<file path="config.mk">
export PLATFORM = sky130hd
export DESIGN_NAME = regpair_file
export DESIGN_NICKNAME = d
export VERILOG_FILES = /design/src/rtl/regpair_pkg.sv /design/src/rtl/regpair_move_dec.sv /design/src/rtl/regpair_pair_alu.sv /design/src/rtl/regpair_bank.sv /design/src/rtl/regpair_file.sv
export SDC_FILE = /design/constraint.sdc
export NUM_CORES = 1
export LEC_CHECK = 0
export BUFFER_PORTS_ARGS = -buffer_cell sky130_fd_sc_hd__buf_2
export CORE_AREA = 4 4 125 174
export CTS_CLUSTER_DIAMETER = 150
export CTS_CLUSTER_SIZE = 30
export DETAILED_ROUTE_END_ITERATION = 10
export DIE_AREA = 0 0 129 178
export PLACE_DENSITY = 0.56
export SLEW_MARGIN = 20
export SYNTH_ARGS = -nofsm -noshare
export SYNTH_HDL_FRONTEND = slang
export SYNTH_SLANG_ARGS = --single-unit
</file>
<file path="constraint.sdc">
create_clock -name clk_i -period 9 [get_ports clk_i]
set_clock_uncertainty 0.1 [all_clocks]
set_input_delay 1.35 -clock clk_i [delete_from_list [all_inputs] [get_ports clk_i]]
set_output_delay 1.35 -clock clk_i [all_outputs]
set_load 0.02 [all_outputs]
</file>
<file path="src/rtl/regpair_pkg.sv">
package regpair_pkg;
  localparam int DW      = 8;
  localparam int CODE_W  = 3;
  localparam int NREG    = 1 << CODE_W;

  typedef enum logic [2:0] {
    CMD_NOP  = 3'd0,
    CMD_MOVE = 3'd1,
    CMD_LOAD = 3'd2,
    CMD_XCHG = 3'd3,
    CMD_INC  = 3'd4,
    CMD_DEC  = 3'd5,
    CMD_ADD  = 3'd6
  } cmd_e;

  typedef enum logic [1:0] {
    PA_INC = 2'd0,
    PA_DEC = 2'd1,
    PA_ADD = 2'd2
  } pair_op_e;

  localparam logic [CODE_W-1:0] RC_B = 3'd0;
  localparam logic [CODE_W-1:0] RC_C = 3'd1;
  localparam logic [CODE_W-1:0] RC_D = 3'd2;
  localparam logic [CODE_W-1:0] RC_E = 3'd3;
  localparam logic [CODE_W-1:0] RC_H = 3'd4;
  localparam logic [CODE_W-1:0] RC_L = 3'd5;
  localparam logic [CODE_W-1:0] RC_M = 3'd6;
  localparam logic [CODE_W-1:0] RC_A = 3'd7;

  localparam logic [1:0] PR_BC   = 2'd0;
  localparam logic [1:0] PR_DE   = 2'd1;
  localparam logic [1:0] PR_HL   = 2'd2;
  localparam logic [1:0] PR_NONE = 2'd3;

  function automatic logic [CODE_W-1:0] pair_hi(input logic [1:0] p);
    case (p)
      PR_BC:   return RC_B;
      PR_DE:   return RC_D;
      default: return RC_H;
    endcase
  endfunction

  function automatic logic [CODE_W-1:0] pair_lo(input logic [1:0] p);
    case (p)
      PR_BC:   return RC_C;
      PR_DE:   return RC_E;
      default: return RC_L;
    endcase
  endfunction
endpackage

</file>
<file path="src/rtl/regpair_move_dec.sv">
module regpair_move_dec
  import regpair_pkg::*;
(
  input  logic [7:0]        opcode_i,
  output logic              move_o,
  output logic              halt_o,
  output logic              src_mem_o,
  output logic              dst_mem_o,
  output logic [CODE_W-1:0] dst_o,
  output logic [CODE_W-1:0] src_o
);
  logic group_hit;

  assign dst_o     = opcode_i[5:3];
  assign src_o     = opcode_i[2:0];
  assign group_hit = (opcode_i[7:6] == 2'b01);
  // both fields on memory is the halt slot, not a move
  assign halt_o    = group_hit && (dst_o == RC_M) && (src_o == RC_M);
  assign move_o    = group_hit && !halt_o;
  assign src_mem_o = move_o && (src_o == RC_M);
  assign dst_mem_o = move_o && (dst_o == RC_M);
endmodule

</file>
<file path="src/rtl/regpair_pair_alu.sv">
module regpair_pair_alu
  import regpair_pkg::*;
#(
  parameter int AW = 2 * DW
) (
  input  pair_op_e      op_i,
  input  logic [AW-1:0] a_i,
  input  logic [AW-1:0] b_i,
  output logic [AW-1:0] res_o,
  output logic          carry_o
);
  logic [AW:0] sum;

  always_comb begin
    unique case (op_i)
      PA_INC:  sum = {1'b0, a_i} + (AW+1)'(1);
      PA_DEC:  sum = {1'b0, a_i} - (AW+1)'(1);
      default: sum = {1'b0, a_i} + {1'b0, b_i};
    endcase
  end

  assign res_o   = sum[AW-1:0];
  assign carry_o = (op_i == PA_ADD) && sum[AW];
endmodule

</file>
<file path="src/rtl/regpair_bank.sv">
module regpair_bank
  import regpair_pkg::*;
#(
  parameter int W = DW,
  parameter int N = NREG
) (
  input  logic                clk_i,
  input  logic                rst_ni,
  input  logic [N-1:0]        wr_en_i,
  input  logic [N-1:0][W-1:0] wr_data_i,
  output logic [N-1:0][W-1:0] q_o
);
  for (genvar g = 0; g < N; g++) begin : g_reg
    always_ff @(posedge clk_i or negedge rst_ni) begin
      if (!rst_ni)         q_o[g] <= '0;
      else if (wr_en_i[g]) q_o[g] <= wr_data_i[g];
    end
  end
endmodule

</file>
<file path="src/rtl/regpair_file.sv">
module regpair_file
  import regpair_pkg::*;
#(
  parameter int W  = DW,
  parameter int AW = 2 * W
) (
  input  logic          clk_i,
  input  logic          rst_ni,
  input  logic [2:0]    cmd_i,
  input  logic [7:0]    opcode_i,
  input  logic [1:0]    pair_i,
  input  logic [AW-1:0] imm_i,
  input  logic [W-1:0]  mem_rdata_i,
  input  logic [2:0]    rd_sel_i,
  output logic [W-1:0]  rd_data_o,
  output logic [AW-1:0] pair_rd_o,
  output logic [AW-1:0] hl_addr_o,
  output logic          mem_rd_o,
  output logic          mem_wr_o,
  output logic [W-1:0]  mem_wdata_o,
  output logic          halt_o,
  output logic          carry_o
);
  localparam int N = NREG;

  cmd_e                 cmd;
  logic [N-1:0][W-1:0]  q;
  logic [N-1:0][W-1:0]  wr_data;
  logic [N-1:0]         wr_en;
  logic                 dec_move, dec_halt, dec_src_mem, dec_dst_mem;
  logic [CODE_W-1:0]    dec_dst, dec_src;
  logic [CODE_W-1:0]    hi_code, lo_code;
  logic                 pair_ok;
  logic [AW-1:0]        sel_pair, hl, de, alu_res;
  pair_op_e             alu_op;
  logic                 alu_carry, carry_we;

  assign cmd = cmd_e'(cmd_i);

  regpair_move_dec u_dec (
    .opcode_i  (opcode_i),
    .move_o    (dec_move),
    .halt_o    (dec_halt),
    .src_mem_o (dec_src_mem),
    .dst_mem_o (dec_dst_mem),
    .dst_o     (dec_dst),
    .src_o     (dec_src)
  );

  regpair_bank #(.W(W), .N(N)) u_bank (
    .clk_i     (clk_i),
    .rst_ni    (rst_ni),
    .wr_en_i   (wr_en),
    .wr_data_i (wr_data),
    .q_o       (q)
  );

  assign pair_ok  = (pair_i != PR_NONE);
  assign hi_code  = pair_hi(pair_i);
  assign lo_code  = pair_lo(pair_i);
  assign sel_pair = {q[hi_code], q[lo_code]};
  assign hl       = {q[RC_H], q[RC_L]};
  assign de       = {q[RC_D], q[RC_E]};

  always_comb begin
    unique case (cmd)
      CMD_INC: alu_op = PA_INC;
      CMD_DEC: alu_op = PA_DEC;
      default: alu_op = PA_ADD;
    endcase
  end

  regpair_pair_alu #(.AW(AW)) u_alu (
    .op_i    (alu_op),
    .a_i     (sel_pair),
    .b_i     (hl),
    .res_o   (alu_res),
    .carry_o (alu_carry)
  );

  always_comb begin
    wr_en       = '0;
    wr_data     = q;
    mem_rd_o    = 1'b0;
    mem_wr_o    = 1'b0;
    mem_wdata_o = '0;
    halt_o      = 1'b0;
    carry_we    = 1'b0;
    case (cmd)
      CMD_MOVE: begin
        if (dec_halt) begin
          halt_o = 1'b1;
        end else if (dec_move) begin
          if (dec_dst_mem) begin
            mem_wr_o    = 1'b1;
            mem_wdata_o = q[dec_src];
          end else begin
            wr_en[dec_dst]   = 1'b1;
            mem_rd_o         = dec_src_mem;
            wr_data[dec_dst] = dec_src_mem ? mem_rdata_i : q[dec_src];
          end
        end
      end
      CMD_LOAD: if (pair_ok) begin
        wr_en[hi_code]   = 1'b1;
        wr_en[lo_code]   = 1'b1;
        wr_data[hi_code] = imm_i[AW-1:W];
        wr_data[lo_code] = imm_i[W-1:0];
      end
      CMD_XCHG: begin
        wr_en[RC_H] = 1'b1;  wr_data[RC_H] = q[RC_D];
        wr_en[RC_L] = 1'b1;  wr_data[RC_L] = q[RC_E];
        wr_en[RC_D] = 1'b1;  wr_data[RC_D] = q[RC_H];
        wr_en[RC_E] = 1'b1;  wr_data[RC_E] = q[RC_L];
      end
      CMD_INC, CMD_DEC: if (pair_ok) begin
        wr_en[hi_code]   = 1'b1;
        wr_en[lo_code]   = 1'b1;
        wr_data[hi_code] = alu_res[AW-1:W];
        wr_data[lo_code] = alu_res[W-1:0];
      end
      CMD_ADD: if (pair_ok) begin
        wr_en[RC_H]   = 1'b1;
        wr_en[RC_L]   = 1'b1;
        wr_data[RC_H] = alu_res[AW-1:W];
        wr_data[RC_L] = alu_res[W-1:0];
        carry_we      = 1'b1;
      end
      default: ;
    endcase
  end

  always_ff @(posedge clk_i or negedge rst_ni) begin
    if (!rst_ni)       carry_o <= 1'b0;
    else if (carry_we) carry_o <= alu_carry;
  end

  assign rd_data_o = (rd_sel_i == RC_M) ? '0 : q[rd_sel_i];
  assign pair_rd_o = pair_ok ? sel_pair : '0;
  assign hl_addr_o = hl;


  mem_req_excl_chk: assert property (@(posedge clk_i) disable iff (!rst_ni)
    $onehot0({mem_rd_o, mem_wr_o, halt_o}));


  mem_slot_idle_chk: assert property (@(posedge clk_i) disable iff (!rst_ni)
    !wr_en[RC_M]);


  xchg_swap_chk: assert property (@(posedge clk_i) disable iff (!rst_ni)
    (cmd_i == 3'(CMD_XCHG)) |=> (hl == $past(de)) && (de == $past(hl)));


  hl_inc_wrap_chk: assert property (@(posedge clk_i) disable iff (!rst_ni)
    (cmd_i == 3'(CMD_INC) && pair_i == PR_HL) |=> (hl == $past(hl) + AW'(1)));


  carry_hold_chk: assert property (@(posedge clk_i) disable iff (!rst_ni)
    (cmd_i != 3'(CMD_ADD)) |=> $stable(carry_o));


  halt_freeze_chk: assert property (@(posedge clk_i) disable iff (!rst_ni)
    halt_o |=> $stable(q));
endmodule

</file>
==> key figures <==
Drt
  • Vias: 7183
  • Antenna Nets Post-Route: 0
  • Avg Vias per Cell: 6.36
  • Routed wire length: 28700 um
  • Per-cell routed wire length: 25.4 um
  • Initial DRC count: 889
  • Drt pass-1 iters: 7
  • DRC: 0

Clock tree
  • Hold bufs inserted after CTS: 0
  • Clock tree buffer depth: 2
  • Root buffer cell: clkbuf_16
  • Clock latency on the worst-skew pair: 340 ps
  • CTS tree: done
  • Post-CTS setup buffer count: 0
  • CTS Buf Count: 9
  • Clk sinks: 65
  • Gates resized, CTS repair: 0
  • H-Tree Depth: 3
  • Clock slew at reported path FFs: 60 ps

GRT
  • Vias in the first global route: 6686
  • Total GRT Usage: 24.6%
  • Grt ovf: 0
  • Largest net degree at the start of global routing: 66
  • Initial antenna violation count: 0
  • Global-route wire length before repair: 42400 um

Critical path
  • Critical path capture point type: register
  • Critical path buffers and inverters: 1
  • WP data arrival: 5000 ps
  • Crit path top cell by count: o21ai_0
  • CP Cell Sequence: buf_2 -> mux2i_1 -> o21ai_0 -> ha_1 -> nor2b_1 -> o211a_1 -> o31ai_1 -> o21ai_0 -> nor3_1 -> nand2b_1 -> a31oi_1
  • WP depth: 11
  • FF-to-FF path depth: 15
  • CP Data Required Time: 9110 ps
  • CP Launch Type: input port
  • Worst-path fanout max: 36
  • Critical path's slowest cell: buf_2
  • Slowest stage delay, CP: 700 ps
  • WS Path Type: in -> reg
  • Critical path's top delay family: compound AO/OA/AOI/OAI gates

Timing
  • Setup Viol. Count Final: 0
  • Total Neg Setup Slack: 0 ps
  • Tcrit/Tclk final: 54.3%
  • Shortest period the worst path allows: 4880 ps
  • RSZ-0062 raised after global routing: no
  • Fin. max-slew vios: 0
  • Worst-Margin Slew: 1090 ps
  • Hold Vio Cnt, Final: 0
  • F_max: 205 MHz
  • Final worst setup slack: 4120 ps
  • Rel. slew slack: 27.5%

Synthesis
  • Mapped Nets: 918
  • Main synth FF type: dfrtp_1
  • Register area share after synthesis: 23.4%
  • Synth Register Bits: 65
  • Synth area leader: dfrtp_1
  • Yosys cell types: 81
  • Yosys top cell area share: 23.4%
  • Avg Cell Area, Syn: 8.10 um^2
  • Mapped Area: 6950 um^2
  • Cells after Synth: 858
  • Area contributors post-synth: dfrtp_1 23%, mux4_2 7.8%, o21ai_0 5.5%, nand2_1 5.5%, a21oi_1 4.3%
  • Post-synth EDFFs: 0
  • Share of flip-flops with an asynchronous set or reset: 100%
  • Ys Warns: 0

Hold path
  • Worst hold path type: reg -> reg
  • Min-Delay Path Depth: 0

Power and ir drop
  • Pwr Total: 2.14 mW
  • Peak VDD IR: 0.106 mV
  • PwrDens: 280 nW/um^2
  • Leakage: 3.19 nW

Floorplanning
  • Num rows: 61
  • Die Area: 23000 um^2
  • Chip height: 178 um
  • Starting density of the core: 34.7%
  • I/O pins: 94
  • Die X: 129 um
  • Core Area: 20000 um^2

Final layout
  • Register area: 1630 um^2
  • Final non-filler cell total: 1129
  • Final nets: 932
  • Number of diodes: 0
  • Synth-to-Final Area Change: 10.2%
  • Multi-input gate area: 4730 um^2
  • Share of cells above drive strength 1: 20.9%
  • # fillers: 2104

Place
  • Setup WS pre-CTS: 3590 ps
  • Final Wtd Congestion: 0.962
  • Port Buffers: 93
  • Placed Instances: 1113
  • DP HPWL: 21800 um

Run status
  • Status: complete, no violations

Job
  • Maxcap violations: 0
## where the power goes
part	switching, mW	internal [mW]	leakage [nW]
registers	0.196	0.365	0.833
clock network	0.141	0.299	0.176
logic	0.697	0.442	2.18
## cells by family after synthesis
family,Yosys count,share of synthesized area (%)
multiplexers,61,13.3
AND/OR/NAND/NOR,274,18.9
AO/OA/AOI/OAI,301,29.6
flip-flops,65,23.4
adder cells (fa/ha/maj),18,3.35
buffers and inverters,116,8.56
XOR/XNOR,23,2.90
## cells in the mapped netlist (4+ instances only)
cell         n
nand2_1    101
o21ai_0     77
nor2_1      72
dfrtp_1     65
a21oi_1     60
clkbuf_1    52
mux2i_1     26
mux4_2      24
a22oi_1     21
buf_4       21
ha_1        17
nand3_1     16
xnor2_1     16
nor2b_1     15
a21boi_0    14
a31oi_1     14
inv_1       13
a221oi_1    12
a222oi_1    12
buf_2       12
nand2b_1    11
nor3_1      11
mux2_2      10
a21o_1       9
buf_1        8
o21a_1       8
and3_1       7
buf_6        7
xor2_1       7
o31ai_1      6
a211oi_1     5
a221o_1      5
nor4_1       5
o211ai_1     5
o21ai_1      5
o22a_1       5
a32o_1       4
a41oi_1      4
and2_1       4
o2111ai_1    4
## routing by layer
| metal | vias up | global-route usage [%] | routed length (um) |
|---|---|---|---|
| li1 | 3231 | - | - |
| met1 | 3412 | 30.6 | 11000 |
| met2 | 436 | 38.9 | 13300 |
| met3 | 104 | 4.25 | 2290 |
| met4 | 0 | 15.9 | 2110 |
| met5 | - | 0 | 0 |
## layout by cell type (no fill, tap or decap), drive strengths merged, types with 16 or more instances in the layout
master and n:
buf 106, nand2 101, o21ai 83, nor2 74, dfrtp 65, a21oi 62, mux2i 26, mux4 24
a22oi 22, ha 17, nand3 17, nor2b 17, xnor2 16
## cell type report
cell class | count | area share, %
sequential | 65 | 21.2
timing repair buffer | 106 | 7.36
multi-input combinational | 677 | 61.9
clock buffer | 9 | 2.94
tap | 252 | 4.12
inverter | 13 | 0.637
clock inverter | 7 | 1.85
## metrics by stage
| stage | utilization, % | hold slack (ps) | area (um^2) |
|---|---|---|---|
| floorplan | - | 324 | 6950 |
| global placement | 36.4 | 260 | 7280 |
| detailed placement | 36.4 | 262 | 7290 |
| CTS | 38.3 | 274 | 7650 |
| global route | 38.3 | 280 | 7650 |
| finish | 38.3 | 272 | 7650 |
## path summary, 6_finish.rpt
path | endpoint | start | slack (ps)
worst max-delay path | register | pair_i[0] | 4120
worst min-delay path | register | register | 270
worst max register to register | register | register | 4270
worst min register to register | register | register | 270
max in group asynchronous | asynchronous set/reset pin | rst_ni | 7040
min in group asynchronous | asynchronous set/reset pin | rst_ni | 1110
Power figures use the tool's default switching activity.
